===== src/rtl/cdisp_pkg.sv =====
package cdisp_pkg;

   typedef enum logic [1:0] {
      DM_INCR = 2'd0,
      DM_BIN  = 2'd1,
      DM_BAR  = 2'd2
   } disp_mode_e;

   localparam int NSEG = 5;

   // lower bounds of the bands, in percent
   localparam int INC_B3  = 90;
   localparam int INC_B2  = 50;
   localparam int INC_B1  = 20;
   localparam int BIN_HI  = 70;
   localparam int BIN_MID = 40;
   localparam int BIN_LO  = 10;
   localparam int BAR_B5  = 80;
   localparam int BAR_B4  = 60;
   localparam int BAR_B3  = 40;
   localparam int BAR_B2  = 20;

   // segments with even index share slot A, odd index slot B
   localparam logic [NSEG-1:0] SLOT_A_MASK = 5'b10101;
   localparam logic [NSEG-1:0] SLOT_B_MASK = 5'b01010;

   function automatic disp_mode_e decode_mode(input logic [1:0] pin);
      case (pin)
         2'b00:   return DM_INCR;
         2'b01:   return DM_BIN;
         default: return DM_BAR;
      endcase
   endfunction

endpackage


===== src/rtl/cdisp_timebase.sv =====
module cdisp_timebase
   import cdisp_pkg::*;
#(
   parameter int MUX_TICKS     = 10,
   parameter int BANK_ON_TICKS = 3,
   parameter int BLINK_TICKS   = 125
) (
   input  logic clk,
   input  logic rst_n,
   input  logic tick_i,
   output logic slot_a_o,
   output logic slot_b_o,
   output logic blink_o
);

   localparam int PH_W = $clog2(MUX_TICKS);
   localparam int BL_W = $clog2(BLINK_TICKS);
   localparam int HALF = MUX_TICKS / 2;

   initial begin
      assert (MUX_TICKS >= 2) else $error("MUX_TICKS must be at least 2");
      assert (BLINK_TICKS >= 2) else $error("BLINK_TICKS must be at least 2");
      assert (BANK_ON_TICKS >= 1 && 2 * BANK_ON_TICKS <= MUX_TICKS)
         else $error("BANK_ON_TICKS must fit twice in MUX_TICKS");
   end

   logic [PH_W-1:0] phase_q;
   logic [BL_W-1:0] bl_cnt_q;
   logic            blink_q;

   always_ff @(posedge clk or negedge rst_n) begin
      if (!rst_n) begin
         phase_q  <= '0;
         bl_cnt_q <= '0;
         blink_q  <= 1'b1;
      end else if (tick_i) begin
         if (phase_q == PH_W'(MUX_TICKS - 1)) phase_q <= '0;
         else                                 phase_q <= phase_q + 1'b1;
         if (bl_cnt_q == BL_W'(BLINK_TICKS - 1)) begin
            bl_cnt_q <= '0;
            blink_q  <= ~blink_q;
         end else begin
            bl_cnt_q <= bl_cnt_q + 1'b1;
         end
      end
   end

   assign slot_a_o = ({1'b0, phase_q} < (PH_W + 1)'(BANK_ON_TICKS));
   assign slot_b_o = ({1'b0, phase_q} >= (PH_W + 1)'(HALF)) &&
                     ({1'b0, phase_q} <  (PH_W + 1)'(HALF + BANK_ON_TICKS));
   assign blink_o  = blink_q;

   // blink phase moves only on a tick
   assert_blink_on_tick_R7: assert property (@(posedge clk) disable iff (!rst_n)
      !tick_i |=> $stable(blink_q));

   // the multiplex phase never stalls while ticks arrive
   assert_phase_moves_R6: assert property (@(posedge clk) disable iff (!rst_n)
      tick_i |=> !$stable(phase_q));

endmodule


===== src/rtl/cdisp_window.sv =====
module cdisp_window
   import cdisp_pkg::*;
#(
   parameter int LONG_TICKS  = 10000,
   parameter int SHORT_TICKS = 4000
) (
   input  logic clk,
   input  logic rst_n,
   input  logic tick_i,
   input  logic req_n_i,
   input  logic long_sel_i,
   output logic active_o
);

   localparam int MAXLEN = (LONG_TICKS > SHORT_TICKS) ? LONG_TICKS : SHORT_TICKS;
   localparam int CW     = $clog2(MAXLEN + 1);

   initial begin
      assert (LONG_TICKS >= 1 && SHORT_TICKS >= 1)
         else $error("window lengths must be non-zero");
   end

   logic          req_q;
   logic          start;
   logic [CW-1:0] cnt_q;

   assign start = req_q & ~req_n_i;

   always_ff @(posedge clk or negedge rst_n) begin
      if (!rst_n) begin
         req_q <= 1'b1;
         cnt_q <= '0;
      end else begin
         req_q <= req_n_i;
         if (start)
            cnt_q <= long_sel_i ? CW'(LONG_TICKS) : CW'(SHORT_TICKS);
         else if (tick_i && cnt_q != '0)
            cnt_q <= cnt_q - 1'b1;
      end
   end

   assign active_o = (cnt_q != '0);

   // a request always opens the window on the next edge
   assert_start_opens_R9: assert property (@(posedge clk) disable iff (!rst_n)
      start |=> active_o);

   // without a new request the window only counts down
   assert_count_down_R10: assert property (@(posedge clk) disable iff (!rst_n)
      (active_o && !start && tick_i) |=> (cnt_q == $past(cnt_q) - 1'b1));

endmodule


===== src/rtl/cdisp_pattern.sv =====
module cdisp_pattern
   import cdisp_pkg::*;
#(
   parameter int PCT_W = 7
) (
   input  disp_mode_e        mode_i,
   input  logic [PCT_W-1:0]  pct_i,
   input  logic              warn_i,
   input  logic              empty_i,
   input  logic              blink_i,
   output logic [NSEG-1:0]   pat_o
);

   initial begin
      assert (PCT_W >= 7 && PCT_W <= 16) else $error("PCT_W must be 7 to 16");
   end

   logic [NSEG-1:0] base;
   int unsigned     pv;

   always_comb begin
      pv   = int'(pct_i);
      base = '0;
      unique case (mode_i)
         DM_INCR: begin
            if      (pv >= INC_B3) base[3] = 1'b1;
            else if (pv >= INC_B2) base[2] = 1'b1;
            else if (pv >= INC_B1) base[1] = 1'b1;
            else                   base[0] = 1'b1;
         end
         DM_BIN: begin
            if      (pv >= BIN_HI)  base[1:0] = 2'b11;
            else if (pv >= BIN_MID) base[0]   = 1'b1;
            else if (pv >= BIN_LO)  base[1]   = 1'b1;
         end
         default: begin
            base[0] = 1'b1;
            if (pv >= BAR_B2) base[1] = 1'b1;
            if (pv >= BAR_B3) base[2] = 1'b1;
            if (pv >= BAR_B4) base[3] = 1'b1;
            if (pv >= BAR_B5) base[4] = 1'b1;
         end
      endcase
      if (warn_i && mode_i != DM_BIN) base[0] = blink_i;
      if (empty_i) base = '0;
      pat_o = base;
   end

endmodule


===== src/rtl/charge_led_disp.sv =====
module charge_led_disp
   import cdisp_pkg::*;
#(
   parameter int PCT_W         = 7,
   parameter int MUX_TICKS     = 10,
   parameter int BANK_ON_TICKS = 3,
   parameter int BLINK_TICKS   = 125,
   parameter int LONG_TICKS    = 10000,
   parameter int SHORT_TICKS   = 4000
) (
   input  logic             clk,
   input  logic             rst_n,
   input  logic             tick_i,
   input  logic [1:0]       mode_pin_i,
   input  logic [PCT_W-1:0] soc_pct_i,
   input  logic             warn_i,
   input  logic             empty_i,
   input  logic             disp_n_i,
   output logic [4:0]       seg_o,
   output logic             com_en_o
);

   disp_mode_e      mode_q;
   logic            cfg_done_q;
   logic [NSEG-1:0] pat_d, pat_q;
   logic            slot_a, slot_b, blink, win_active;

   // configuration pin is read once, on the first edge out of reset
   always_ff @(posedge clk or negedge rst_n) begin
      if (!rst_n) begin
         mode_q     <= DM_BAR;
         cfg_done_q <= 1'b0;
      end else if (!cfg_done_q) begin
         mode_q     <= decode_mode(mode_pin_i);
         cfg_done_q <= 1'b1;
      end
   end

   cdisp_timebase #(
      .MUX_TICKS    (MUX_TICKS),
      .BANK_ON_TICKS(BANK_ON_TICKS),
      .BLINK_TICKS  (BLINK_TICKS)
   ) i_tb (
      .clk     (clk),
      .rst_n   (rst_n),
      .tick_i  (tick_i),
      .slot_a_o(slot_a),
      .slot_b_o(slot_b),
      .blink_o (blink)
   );

   cdisp_window #(
      .LONG_TICKS (LONG_TICKS),
      .SHORT_TICKS(SHORT_TICKS)
   ) i_win (
      .clk       (clk),
      .rst_n     (rst_n),
      .tick_i    (tick_i),
      .req_n_i   (disp_n_i),
      .long_sel_i(mode_q == DM_INCR),
      .active_o  (win_active)
   );

   cdisp_pattern #(
      .PCT_W(PCT_W)
   ) i_pat (
      .mode_i (mode_q),
      .pct_i  (soc_pct_i),
      .warn_i (warn_i),
      .empty_i(empty_i),
      .blink_i(blink),
      .pat_o  (pat_d)
   );

   always_ff @(posedge clk or negedge rst_n) begin
      if (!rst_n)          pat_q <= '0;
      else if (cfg_done_q) pat_q <= pat_d;
   end

   // per-segment slot gating: even index in slot A, odd index in slot B
   for (genvar s = 0; s < NSEG; s++) begin : g_seg
      if (s % 2 == 0) begin : g_a
         assign seg_o[s] = pat_q[s] & win_active & slot_a;
      end else begin : g_b
         assign seg_o[s] = pat_q[s] & win_active & slot_b;
      end
   end

   assign com_en_o = win_active;

   // the two slot groups never light together
   assert_slot_excl_R6: assert property (@(posedge clk) disable iff (!rst_n)
      !((|(seg_o & SLOT_A_MASK)) && (|(seg_o & SLOT_B_MASK))));

   // dark whenever the common line is off
   assert_dark_idle_R9: assert property (@(posedge clk) disable iff (!rst_n)
      !com_en_o |-> (seg_o == '0));

   // empty flag blanks on the next edge
   assert_empty_blank_R8: assert property (@(posedge clk) disable iff (!rst_n)
      empty_i |=> (seg_o == '0));

   // the latched mode never changes after the first edge
   assert_mode_frozen_R1: assert property (@(posedge clk) disable iff (!rst_n)
      cfg_done_q |=> $stable(mode_q));

   // binary mode never uses the upper three segments
   assert_bin_two_seg_R3: assert property (@(posedge clk) disable iff (!rst_n)
      (cfg_done_q && mode_q == DM_BIN) |-> (seg_o[4:2] == 3'b000));

   // incremental mode never uses the fifth segment
   assert_incr_no_top_R2: assert property (@(posedge clk) disable iff (!rst_n)
      (cfg_done_q && mode_q == DM_INCR) |-> !seg_o[4]);

endmodule


===== config.mk =====
export PLATFORM = sky130hd
export DESIGN_NAME = charge_led_disp
export DESIGN_NICKNAME = d
export VERILOG_FILES = /design/src/rtl/cdisp_pkg.sv /design/src/rtl/cdisp_timebase.sv /design/src/rtl/cdisp_window.sv /design/src/rtl/cdisp_pattern.sv /design/src/rtl/charge_led_disp.sv
export SDC_FILE = /design/constraint.sdc
export NUM_CORES = 1
export LEC_CHECK = 0
export CORE_AREA = 2 2 67 69
export DETAILED_ROUTE_END_ITERATION = 8
export DIE_AREA = 0 0 69 71
export PLACE_DENSITY = 0.75
export SYNTH_ARGS = -nofsm -noshare
export SYNTH_HDL_FRONTEND = slang
export SYNTH_SLANG_ARGS = --single-unit
export TNS_END_PERCENT = 50

===== constraint.sdc =====
create_clock -name clk -period 3 [get_ports clk]
set_input_delay 0.75 -clock clk [delete_from_list [all_inputs] [get_ports clk]]
set_output_delay 0.75 -clock clk [all_outputs]
set_load 0.01 [all_outputs]

# Word level (Yosys, flattened, before mapping)
# Cells that the tools add are included.
# totals
n_memories	0
rom_bits	0
regBits	35
ramBits	0
latchBits	0
output_inout_bits	6
# op_classes
reduce_logical	9
n_div	0
n_mul	0
bitwise	13
n_shift	0
add_sub_neg	3
n_lt_le_gt_ge	11
n_mux	23
n_eq_ne	5
# op_table
op	n
14-bit 2-to-1 mux	3
7-bit by 6-bit greater-or-equal comparator with 1-bit output (second input constant)	3
7-bit greater-or-equal comparator (second input constant)	3
14-bit nonzero test	1
14-bit by 1-bit subtractor with 14-bit output (second input constant)	1
2-bit one-hot mux with 2 select lines	3
1-bit AND	11
1-bit 2-to-1 mux	11
7-bit by 1-bit adder with 7-bit output (second input constant)	1
7-bit equality test (second input constant)	1
7-bit by 4-bit greater-or-equal comparator with 1-bit output (second input constant)	1
7-bit by 5-bit greater-or-equal comparator with 1-bit output (second input constant)	1
7-bit 2-to-1 mux	1
5-bit 2-to-1 mux	1
4-bit by 1-bit adder with 4-bit output (second input constant)	1
2-bit by 1-bit equality test with 1-bit output (second input constant)	2
4-bit equality test (second input constant)	1
4-bit by 3-bit greater-or-equal comparator with 1-bit output (second input constant)	1
2-bit zero test	2
4-bit by 2-bit less-than comparator with 1-bit output (second input constant)	1
4-bit less-than comparator (second input constant)	1
2-bit 2-to-1 mux	2
4-bit 2-to-1 mux	1
1-bit logical AND	3
other kinds (6)	7

# Longest topological paths before layout
# Gate-level depths: netlist of run 1.
# logic_depth
ltp_word	7
depth_mapped	7
depth_no_buf	6

# By module
# A second synthesis of run 1 with hierarchy kept.
# hier_totals
hier_cells	215
area_unflattened_um2	2089.5
# modules_own_cells
module	seq_area_each_um2	cells_per_inst	instances	area_per_inst_um2
cdisp_window	376.6	94	1	849.6
cdisp_timebase	301.5	61	1	616.8
charge_led_disp	201.4	25	1	356.6
cdisp_pattern	0.0	35	1	266.5

# Worst setup path after synthesis of run 1
# OpenSTA, ideal clock, no wires.
# synth_path
kind	reg2out
startpoint	register i_win.cnt_q[0]
endpoint	output port seg_o[0]
required_ns	2.250
path_stages_with_launch	8
n_path_buf	1
arrival_ns	1.718
setup_slack_ns	0.532
path_cell_list	dfrtp_1 > inv_1 > ha_1 > nor3b_2 > and4_1 > clkbuf_1 > a2111oi_0 > and2_1
# synth_via
elab_chain_cells	3
# synth_lines
item	line_no	source
start: declaration	cdisp_window.sv:25	logic [CW-1:0] cnt_q;
start signal: assignment	cdisp_window.sv:36	cnt_q <= long_sel_i ? CW'(LONG_TICKS) : CW'(SHORT_TICKS);
start signal: assignment	cdisp_window.sv:38	cnt_q <= cnt_q - 1'b1;
14-bit nonzero test	cdisp_window.sv:42	assign active_o = (cnt_q != '0);
1-bit AND (2 in series)	charge_led_disp.sv:83	assign seg_o[s] = pat_q[s] & win_active & slot_a;
end: declaration	charge_led_disp.sv:19	output logic [4:0] seg_o,
# No other way between the ends.

# Worst setup path in the final report of run 1
# layout_path
startpoint	register i_win.cnt_q[8]
endpoint	output port seg_o[4]
# The elaborated chain is that of the path after synthesis.

==> summary.txt, run 1 <==
Status
  • Status: complete, no violations

Detailed routing
  • Vias: 1715
  • Pre-antenna DRT Iters: 4
  • Wire length per cell: 13.71 um
  • Final wirelength: 4087 um
  • Iter 0 DRT Violations: 89
  • DRT antenna net count: 0
  • Post-route DRC: 0
  • Vias per cell: 5.755

Clocking
  • Number of buffers created by CTS: 5
  • Htree depth: 2
  • Post-cts hold buffer count: 0
  • Post-CTS setup buffer count: 0
  • CTS tree: yes
  • CTS clk-pin slew, worst paths: 0.07 ns
  • Max Root-Sink Buffers: 2
  • Clock Latency Late Sink: 0.28 ns
  • CTS root buf: clkbuf_8
  • Num Clock Sinks: 35

Timing
  • Relative slew slack: 0.6113
  • Clock period minus worst slack: 2.798 ns
  • TNS Setup: 0 ns
  • Worst-Margin Slew: 0.5684 ns
  • Endpoints failing setup: 0
  • Clock Skews: 0.007642 ns
  • Period utilisation layout: 0.9328
  • Hold Slack: 0.4876 ns
  • Fmax: 357.3 MHz
  • Slew Limit Fails: 0
  • Final Hold Viols: 0
  • RSZ-0062 raised after global routing: false

Yosys
  • EDFF count, synth: 0
  • Top post-synthesis cells by area: dfrtp_1 (40%), nor2_1 (4.3%), dfstp_2 (4.0%), o21ai_0 (3.3%), nand2_1 (3.0%)
  • Syn_area_per_cell: 9.078 um^2
  • Ys async rst share: 1.000
  • Cell variety after synth: 51
  • Net Count, Synth: 237
  • Sequential area share after synthesis: 0.4424
  • Ys flop type: dfrtp_1
  • Post-Synthesis Cells: 219
  • Cell Area, Synth: 0.001988 mm^2
  • Top-area cell type share of the netlist area: 0.4028
  • YS warnings: 0
  • Area leader, netlist: dfrtp_1
  • Yosys reg bits: 35

Critical path
  • Levels on crit path: 6
  • CP Data Required Time: 2.25 ns
  • Worst Path Buf+Inv: 2
  • Setup Crit Path Kind: flip-flop to output port
  • Worst path cell trace: nor4_2 -> and4_1 -> a2111oi_4 -> buf_4 -> and2_1 -> dlygate4sd2_1
  • CP Max Fanout: 8
  • Setup crit start kind: flip-flop
  • Worst r2r path cells: 5
  • CP peak stage delay: 0.46 ns
  • Crit. End Element: output port
  • Top delay family on crit path: simple AND/OR/NAND/NOR gates
  • CP max stage cell: dfrtp_1
  • Data arrival, critical path: 2.05 ns

Hold path
  • Hold path cells: 1
  • Worst min-delay path class: flip-flop to flip-flop

Pwr
  • Max rail drop VDD: 0.3285 mV
  • Pwr Density: 648.0 mW/mm^2
  • Leakage power total: 1.008 nW

Placement
  • DP HPWL: 2878 um
  • Gp weighted congestion: 0.8566
  • Placed instance area: 0.002263 mm^2
  • Port bufs: 19

Global routing
  • Largest net degree at the start of global routing: 36
  • Residual overflow from global routing: 0
  • Initial antenna violation count: 0
  • First-pass GRT wire length: 7141 um
  • GRT Overall Usage: 0.1779
  • Number of global-route vias before repair: 1642

Layout
  • Most common cell after layout, fill and taps aside: dfrtp_1
  • Diode count: 0
  • Nets: 263
  • Filler cells: 373
  • Most frequent cells in the layout: dfrtp_1 (32), nor2_1 (23), nand2_1 (16), o21ai_0 (13), clkdlybuf4s50_1 (13)
  • Layout cells sized above 1: 0.1301
  • Final Cell Area: 0.002402 mm^2
  • Final Util: 0.5714
  • Area Growth Syn to Fin: 20.83%

Floorplan
  • Die width: 69 um
  • Rows: 24
  • Core footprint: 0.004204 mm^2
  • Initial Util: 0.4729
  • Die height: 71 um
  • Top Ports: 21
  • Die footprint: 0.004899 mm^2

Run
  • Max-Cap Viols: 0
## synth_stat cells (5+ instances only)
library cell and n:
nor3_1 7, a31oi_1 6, nor2_1 23, dfrtp_1 32, clkbuf_1 6, xor2_1 5
inv_1 12, o21ai_0 13, nand4_1 6, nand2_1 16, nand2b_1 6, a21oi_1 9
## metrics by stage
stage	power [mW]	setup WS, ns	instances
floorplan	1.001	0.5318	219
global placement	1.141	0.04400	290
detailed placement	1.154	-0.0009515	290
CTS	1.556	0.02249	298
global route	1.661	0.05195	298
finish	1.557	0.2016	298
## sequential cells by signal, indices dropped and copies added, names as in the netlist
register and count:
i_tb.phase_q 4, cfg_done_q 1, i_win.req_q 1, i_tb.blink_o 1, pat_q 5, i_tb.bl_cnt_q 7
mode_q 2, i_win.cnt_q 14
## kinds of logic (layout without fill, tap and decap cells)
family	after synthesis	after routing	synth area share
xor+xnor	8	8	0.03524
other cells	1	1	0.001886
mux	2	2	0.01070
buf+inv	20	47	0.04279
simple gates	97	97	0.2706
flops	35	35	0.4424
compound gates	53	53	0.1775
fa+ha+maj	3	3	0.01888
## layer usage
| layer | vias to the layer above | global-route usage | wire length, um |
|---|---|---|---|
| met5 | - | 0 | 0 |
| li1 | 860 | - | - |
| met2 | 35 | 0.3077 | 2029 |
| met1 | 818 | 0.2245 | 1876 |
| met4 | 0 | 0.04575 | 25 |
| met3 | 2 | 0.04416 | 156 |
## final cells by class
| cell class | instances | area (um^2) | area share |
|---|---|---|---|
| sequential | 35 | 879.6 | 0.3661 |
| multi-input combinational | 164 | 1059 | 0.4406 |
| tap | 52 | 65.06 | 0.02708 |
| timing repair buffer | 27 | 254.0 | 0.1057 |
| clock buffer | 8 | 100.1 | 0.04167 |
| inverter | 12 | 45.04 | 0.01875 |
## path summary, 6_finish.rpt
path,start,endpoint,slack [ns]
worst min-delay path,i_tb.bl_cnt_q[6],i_tb.bl_cnt_q[6],0.49
worst max-delay path,i_win.cnt_q[8],seg_o[4],0.20
worst max register to register,i_win.cnt_q[1],i_win.cnt_q[13],0.99
min in group asynchronous,rst_n,pat_q[4],0.89
max in group asynchronous,rst_n,mode_q[1],1.76
worst min register to register,i_tb.bl_cnt_q[6],i_tb.bl_cnt_q[6],0.49
## timing repair
item | in CTS | in global routing
pin swaps | 0 | 2
endpoints found under the setup margin | 4 | 3
resized for setup | 8 | 5
## report_power, final
group | switching (mW) | internal, mW | total [mW]
registers | 0.149 | 0.591 | 0.740
clock network | 0.160 | 0.209 | 0.370
logic | 0.215 | 0.231 | 0.446
total | 0.525 | 1.03 | 1.56
Note: power is estimated with default switching activity, not from simulation.
==> run 2: changes to the inputs <==
CTS_BUF_LIST = sky130_fd_sc_hd__clkbuf_2 sky130_fd_sc_hd__clkbuf_4 sky130_fd_sc_hd__clkbuf_8   (was unset)
==> run 2 against run 1 <==
  * Die area did not move
  * Critical path depth did not move
  * Clock power rose by 3%
  * Total power rose by 0.68%
  * Clock skew rose by 0.00084 ns
  * Cell count did not move
  * Global-route usage barely moved
  * Worst setup slack got worse by 0.0024 ns
  * Critical endpoint unchanged
  * Combinational power barely moved
  * Sequential power barely moved
==> summary.txt, run 2 (synthesis results as in run 1) <==
Timing
  • Fmax: 357.0 MHz (about the same)
  • Slew Limit Fails: 0 (unchanged)
  • Relative slew slack: 0.6152 (+0.003916)
  • Endpoints failing setup: 0 (unchanged)
  • Clock Skews: 0.008479 ns (+0.0008372 ns)
  • Setup slack after layout: 0.1992 ns (-0.002376 ns)
  • Clock period minus worst slack: 2.801 ns (+0.002376 ns)
  • Final Hold Viols: 0 (unchanged)
  • TNS Setup: 0 ns (unchanged)
  • RSZ-0062 raised after global routing: false
  • Period utilisation layout: 0.9336 (about the same)
  • Worst-Margin Slew: 0.5627 ns (-0.005726 ns)

Floorplan
  • Initial Util: 0.4729 (unchanged)
  • Die width: 69 um (unchanged)
  • Top Ports: 21 (unchanged)
  • Rows: 24 (unchanged)
  • Die height: 71 um (unchanged)
  • Die footprint: 0.004899 mm^2 (unchanged)
  • Core footprint: 0.004204 mm^2 (unchanged)

Clocking
  • CTS root buf: clkbuf_8
  • Num Clock Sinks: 35 (unchanged)
  • CTS tree: yes
  • Post-CTS setup buffer count: 0 (unchanged)
  • CTS clk-pin slew, worst paths: 0.07 ns (about the same)
  • Max Root-Sink Buffers: 2 (unchanged)
  • Clock Latency Late Sink: 0.28 ns (about the same)
  • Number of buffers created by CTS: 5 (unchanged)
  • Post-cts hold buffer count: 0 (unchanged)
  • Htree depth: 2 (unchanged)

Placement
  • Placed instance area: 0.002263 mm^2 (unchanged)
  • Gp weighted congestion: 0.8566 (unchanged)
  • Port bufs: 19 (unchanged)
  • DP HPWL: 2878 um (unchanged)
  • Pre-CTS WS: -0.0009515 ns (unchanged)

Critical path
  • Crit. End Element: output port
  • Setup Crit Path Kind: flip-flop to output port
  • CP Max Fanout: 8 (unchanged)
  • CP Data Required Time: 2.25 ns (about the same)
  • Reg2reg setup slack: 1.00 ns (about the same)
  • Worst r2r src: i_win.cnt_q[1]
  • Reg2reg end: i_win.cnt_q[13]
  • Worst r2r path cells: 5 (unchanged)
  • Data arrival, critical path: 2.05 ns (about the same)
  • Setup crit start kind: flip-flop

Layout
  • Largest Register: i_win.cnt_q
  • Nets: 263 (unchanged)
  • Final Cell Area: 0.002406 mm^2 (+0.16%)
  • Diode count: 0 (unchanged)
  • Most common cell after layout, fill and taps aside: dfrtp_1
  • Filler cells: 374 (+0.27%)
  • Regs by FF count: i_win.cnt_q: 14 flops, i_tb.bl_cnt_q: 7 flops, pat_q: 5 flops
  • Final Util: 0.5723 (+0.0008920)
  • Layout cells sized above 1: 0.1341 (+0.004065)
  • Most frequent cells in the layout: dfrtp_1 (32), nor2_1 (23), nand2_1 (16), o21ai_0 (13), clkdlybuf4s50_1 (13)
  • Area Growth Syn to Fin: 21.02%
  • Max FFs per register: 14 (unchanged)

Detailed routing
  • DRT antenna net count: 0 (unchanged)
  • Post-route DRC: 0 (unchanged)
  • Wire length per cell: 13.74 um (+0.20%)
  • Vias per cell: 5.708 (-0.82%)
  • Pre-antenna DRT Iters: 4 (unchanged)
  • Iter 0 DRT Violations: 77 (-13%)
  • Vias: 1701 (-0.82%)
  • Final wirelength: 4095 um (+0.20%)

Global routing
  • First-pass GRT wire length: 7155 um (+0.20%)
  • Residual overflow from global routing: 0 (unchanged)
  • Number of global-route vias before repair: 1646 (+0.24%)
  • Largest net degree at the start of global routing: 36 (unchanged)
  • GRT Overall Usage: 0.1782 (+0.0003046)
  • Initial antenna violation count: 0 (unchanged)

Pwr
  • Comb power frac: 0.285 (-0.002)
  • Sequential Power Share: 0.473 (-0.003)
  • Clock power frac: 0.242 (+0.005)
  • Psw: 0.5261 mW (+0.28%)
  • Leakage power total: 1.012 nW (+0.34%)
  • Internal power: 1.041 mW (+0.88%)
  • Pwr Density: 651.3 mW/mm^2 (+0.52%)
  • Max rail drop VDD: 0.3289 mV (+0.11%)
  • Net Sw Frac: 0.3357 (-0.001314)

Hold path
  • Hold EP: i_tb.bl_cnt_q[6]
  • Hold path cells: 1 (unchanged)
  • Worst min-delay path class: flip-flop to flip-flop
  • Min-Delay Startpoint: i_tb.bl_cnt_q[6]

Run
  • Max-Cap Viols: 0 (unchanged)

Status
  • Status: complete, no violations
[run 2: area by class of cell]
class / count / area, um^2 / share of cell area
clock buffer: 8 / 103.9 / 0.04316
sequential: 35 / 879.6 / 0.3656
timing repair buffer: 27 / 254.0 / 0.1056
inverter: 12 / 45.04 / 0.01872
tap: 52 / 65.06 / 0.02704
multi-input combinational: 164 / 1059 / 0.4399
[run 2: worst max-delay path: stages (launching register included)]
cell	delay (ns)
dfrtp_1	0.46
nor4_2	0.37
and4_1	0.32
a2111oi_4	0.05
buf_4	0.15
and2_1	0.14
dlygate4sd2_1	0.28
[run 2: how the worst max path moves through the flow]
stage / from / end / slack [ns] / cells after the start
after global routing: i_win.cnt_q[0] / seg_o[0] / 0.05 / 8
after detailed placement: i_win.cnt_q[0] / seg_o[2] / -0.001 / 8
final: i_win.cnt_q[8] / seg_o[4] / 0.20 / 6
after CTS: i_win.cnt_q[0] / com_en_o / 0.02 / 7
after global placement: i_win.cnt_q[0] / seg_o[2] / 0.04 / 8
after floorplan: i_win.cnt_q[0] / seg_o[0] / 0.53 / 7
[run 2: stage by stage]
stage | instances | hold slack (ns) | power [mW]
floorplan | 219 | 0.4481 | 1.001
global placement | 290 | 0.4647 | 1.141
detailed placement | 290 | 0.4763 | 1.154
CTS | 298 | 0.4836 | 1.565
global route | 298 | 0.4988 | 1.671
finish | 298 | 0.4876 | 1.567
[run 2: metal layers]
| metal | share of wire | vias up | track usage |
|---|---|---|---|
| li1 | - | 859 | - |
| met1 | 0.46 | 801 | 0.2245 |
| met5 | 0 | - | 0 |
| met4 | 0.0061 | 0 | 0.04575 |
| met3 | 0.044 | 2 | 0.04416 |
| met2 | 0.49 | 39 | 0.3088 |
[run 2: power by group through the flow]
stage               Combinational, mW  Sequential, mW  Clock [mW]
floorplan                       0.305           0.696           0
global placement                0.419           0.722           0
detailed placement              0.428           0.725           0
CTS                             0.443           0.735       0.388
global route                    0.503           0.760       0.408
finish                          0.447           0.741       0.380
[run 2: timing repair]
action                                  CTS  global route
pin swaps                                 0             2
endpoints found under the setup margin    4             3
gates resized for setup                   8             5
==> run 3: changes to the inputs <==
CORE_AREA = 2 2 68 70   (was 2 2 67 69)
DIE_AREA = 0 0 70 72   (was 0 0 69 71)
PLACE_DENSITY = 0.76   (was 0.75)
SYNTH_HIERARCHICAL = 1   (was unset)
==> run 3 against run 2 <==
  * Design area rose by 3.3%
  * Register-to-register slack worse by 0.45 ns
  * Sequential share of layout area decreased by 1.2 points
  * Synthesized cell count down 1.8%
  * Largest cell class unchanged
  * Highest routed layer unchanged
==> summary.txt, run 3 <==
Pwr
  • Pwr Density: 651.0 mW/mm^2 (about the same)
  • Sequential Power Share: 0.453 (-0.020)
  • Design Power: 1.619 mW (+3.3%)
  • Comb power frac: 0.273 (-0.012)
  • Internal power: 1.084 mW (+4.1%)
  • Net Sw Frac: 0.3301 (-0.005556)
  • Clock power frac: 0.274 (+0.032)
  • Leakage power total: 1.044 nW (+3.2%)
  • Psw: 0.5343 mW (+1.6%)
  • Max rail drop VDD: 0.4979 mV (+51%)

Timing
  • Fmax: 347.4 MHz (-2.7%)
  • Endpoints failing setup: 0 (unchanged)
  • Relative slew slack: 0.4305 (-0.1846)
  • TNS Setup: 0 ns (unchanged)
  • Clock period minus worst slack: 2.879 ns (+0.07777 ns)
  • RSZ-0062 raised after global routing: false
  • Slew Limit Fails: 0 (unchanged)
  • Final Hold Viols: 0 (unchanged)
  • Worst-Margin Slew: 0.8432 ns (+0.2805 ns)
  • Period utilisation layout: 0.9595 (+0.02592)
  • Clock Skews: 0.006630 ns (-0.001849 ns)
  • Setup slack after layout: 0.1214 ns (-0.07778 ns)

Floorplan
  • Top Ports: 21 (unchanged)
  • Core footprint: 0.004264 mm^2 (+1.4%)
  • Initial Util: 0.4900 (+0.01711)
  • Die height: 72 um (+1.4%)
  • Die footprint: 0.005040 mm^2 (+2.9%)
  • Die width: 70 um (+1.4%)
  • Rows: 24 (unchanged)

Yosys
  • Commonest cells post-synth: dfrtp_1 (32), nand2_1 (16), nor2_1 (13), o21ai_0 (13), inv_1 (10)
  • Most numerous cell in the Yosys netlist: dfrtp_1
  • Cell variety after synth: 63 (+24%)
  • YS warnings: 6 (+6)
  • Yosys reg bits: 35 (unchanged)
  • Net Count, Synth: 233 (-1.7%)
  • Cell Area, Synth: 0.002090 mm^2 (+5.1%)
  • Ys flop type: dfrtp_1
  • Top post-synthesis cells by area: dfrtp_1 (38%), mux2_4 (4.3%), dfstp_2 (3.8%), o21ai_0 (3.1%), nand2_1 (2.9%)
  • Syn_area_per_cell: 9.719 um^2 (+7.1%)
  • Ys async rst share: 1.000 (unchanged)
  • Top-area cell type share of the netlist area: 0.3832 (-0.01954)
  • EDFF count, synth: 0 (unchanged)
  • Area leader, netlist: dfrtp_1
  • Sequential area share after synthesis: 0.4210 (-0.02146)
  • Post-Synthesis Cells: 215 (-1.8%)

Critical path
  • CP peak stage delay: 0.57 ns (+0.11 ns)
  • CP Data Required Time: 2.25 ns (about the same)
  • Reg2reg end: i_win/cnt_q[10]
  • Reg2reg setup slack: 0.55 ns (-0.45 ns)
  • CP max stage cell: or4_4
  • Worst path cell trace: or4_4 -> nor4_4 -> inv_2 -> and3_1 -> dlygate4sd2_1
  • Data arrival, critical path: 2.13 ns (+0.08 ns)
  • Setup Crit Path Kind: flip-flop to output port
  • Worst r2r src: i_win/cnt_q[0]
  • Setup crit start kind: flip-flop
  • CP Max Fanout: 6 (-2)
  • Crit. End Element: output port
  • Worst r2r path cells: 7 (+2)

Global routing
  • Initial antenna violation count: 0 (unchanged)
  • First-pass GRT wire length: 7707 um (+7.7%)
  • Number of global-route vias before repair: 1767 (+7.4%)
  • Largest net degree at the start of global routing: 36 (unchanged)
  • GRT Overall Usage: 0.1873 (+0.009122)
  • Residual overflow from global routing: 0 (unchanged)

Hold path
  • Min-Delay Startpoint: pat_q[2]
  • Hold EP: pat_q[2]
  • Hold path cells: 1 (unchanged)
  • Worst min-delay path class: flip-flop to flip-flop

Layout
  • Diode count: 0 (unchanged)
  • Area Growth Syn to Fin: 18.98%
  • Regs by FF count: i_win/cnt_q: 14 flops, i_tb/bl_cnt_q: 7 flops, pat_q: 5 flops
  • Most frequent cells in the layout: dfrtp_1 (32), nand2_1 (16), nor2_1 (13), o21ai_0 (13), clkdlybuf4s50_1 (13)
  • Final Util: 0.5830 (+0.01072)
  • Filler cells: 380 (+1.6%)
  • Nets: 259 (-1.5%)
  • Layout cells sized above 1: 0.1860 (+0.05180)
  • Most common cell after layout, fill and taps aside: dfrtp_1
  • Largest Register: i_win/cnt_q
  • Max FFs per register: 14 (unchanged)
  • Non-Filler Instances: 294 (-1.3%)

Placement
  • DP HPWL: 2864 um (-0.49%)
  • Pre-CTS WS: -0.03806 ns (-0.03711 ns)
  • Gp weighted congestion: 0.8317 (-2.9%)
  • Port bufs: 19 (unchanged)
  • Placed cells: 286 (-1.4%)

Clocking
  • Number of buffers created by CTS: 5 (unchanged)
  • CTS clk-pin slew, worst paths: 0.07 ns (about the same)
  • Num Clock Sinks: 35 (unchanged)
  • Post-cts hold buffer count: 0 (unchanged)
  • Clock Latency Late Sink: 0.29 ns (about the same)
  • CTS tree: yes
  • CTS root buf: clkbuf_8
  • Max Root-Sink Buffers: 2 (unchanged)
  • Htree depth: 2 (unchanged)

Detailed routing
  • Wire length per cell: 15.09 um (+9.8%)
  • Final wirelength: 4437 um (+8.4%)
  • Vias: 1746 (+2.6%)
  • Pre-antenna DRT Iters: 4 (unchanged)
  • Iter 0 DRT Violations: 117 (+52%)
  • Post-route DRC: 0 (unchanged)
  • DRT antenna net count: 0 (unchanged)
  • Vias per cell: 5.939 (+4.0%)

Status
  • Status: complete, no violations

Run
  • Max-Cap Viols: 0 (unchanged)
run 3: cell count changes in the layout (fill, tap and decap cells not counted), moves of 4 or more:
cell | before | now
nor2_1 | 23 | 13
mux2_4 | 0 | 6
nand2b_1 | 6 | 2
nand4_1 | 6 | 2
run 3: area by class of cell:
| cell class | instances | area, um^2 | share of cell area |
|---|---|---|---|
| Clock buffer | 6 | 82.58 | 0.03322 |
| Clock inverter | 2 | 35.03 | 0.01409 |
| Inverter | 10 | 37.54 | 0.01510 |
| Multi-Input combinational cell | 159 | 1117 | 0.4494 |
| Sequential cell | 35 | 879.6 | 0.3538 |
| Tap cell | 52 | 65.06 | 0.02617 |
| Timing Repair Buffer | 30 | 269.0 | 0.1082 |
run 3: metrics by stage:
stage	hold WS [ns]	instance area (um^2)
after CTS	0.5103	2484
final	0.5078	2486
after floorplan	0.4518	2090
after global routing	0.5286	2486
after global placement	0.4668	2350
after detailed placement	0.4912	2350
run 3: worst max path at each step:
stage / startpoint / to / slack, ns / cells past startpoint
2_1_floorplan: i_win/cnt_q[0] / seg_o[0] / 0.25 / 7
3_3_place_gp: i_win/cnt_q[0] / seg_o[3] / -0.01 / 7
3_5_place_dp: i_win/cnt_q[0] / seg_o[0] / -0.04 / 7
4_1_cts: i_win/cnt_q[11] / com_en_o / 0.04 / 4
5_1_grt: i_win/cnt_q[0] / seg_o[2] / 0.01 / 7
6_report: i_win/cnt_q[11] / seg_o[0] / 0.12 / 5
run 3: critical path, delay by kind of cell, from the launching register on:
kind / cells / cell delay (ns)
AND/OR/NAND/NOR: 3 / 1.04
flip-flops: 1 / 0.41
buffers and inverters: 2 / 0.38
run 3: logic make-up (layout without fill, tap and decap cells):
kind of cell | count (synthesis) | count (layout) | share of synthesized area
buffers and inverters | 21 | 48 | 0.05509
DFF | 35 | 35 | 0.4210
AOI/OAI and AO/OA | 54 | 54 | 0.1862
other | 1 | 1 | 0.001795
xor gates and xnor gates | 5 | 5 | 0.02096
and+or+nand+nor | 87 | 87 | 0.2389
adders and majority gates | 3 | 3 | 0.01797
muxes | 9 | 9 | 0.05809
run 3: power groups by stage:
stage / combinational (mW) / clock (mW) / sequential, mW
after floorplan: 0.320 / 0 / 0.699
after global placement: 0.423 / 0 / 0.728
after detailed placement: 0.434 / 0 / 0.735
after CTS: 0.439 / 0.451 / 0.730
after global routing: 0.499 / 0.467 / 0.752
final: 0.442 / 0.444 / 0.733
run 3: routing by layer:
layer / global-route usage / vias up / share of wire
met5: 0 / - / 0
met4: 0.07692 / 0 / 0.010
met3: 0.05000 / 7 / 0.045
met2: 0.3026 / 44 / 0.47
met1: 0.2414 / 839 / 0.48
li1: - / 856 / -
run 3: repair_timing:
item | in CTS | in global routing
resized for setup | 10 | 1
pin swaps | 1 | 0
buffers inserted | 0 | 0
endpoints found under the setup margin | 6 | 1
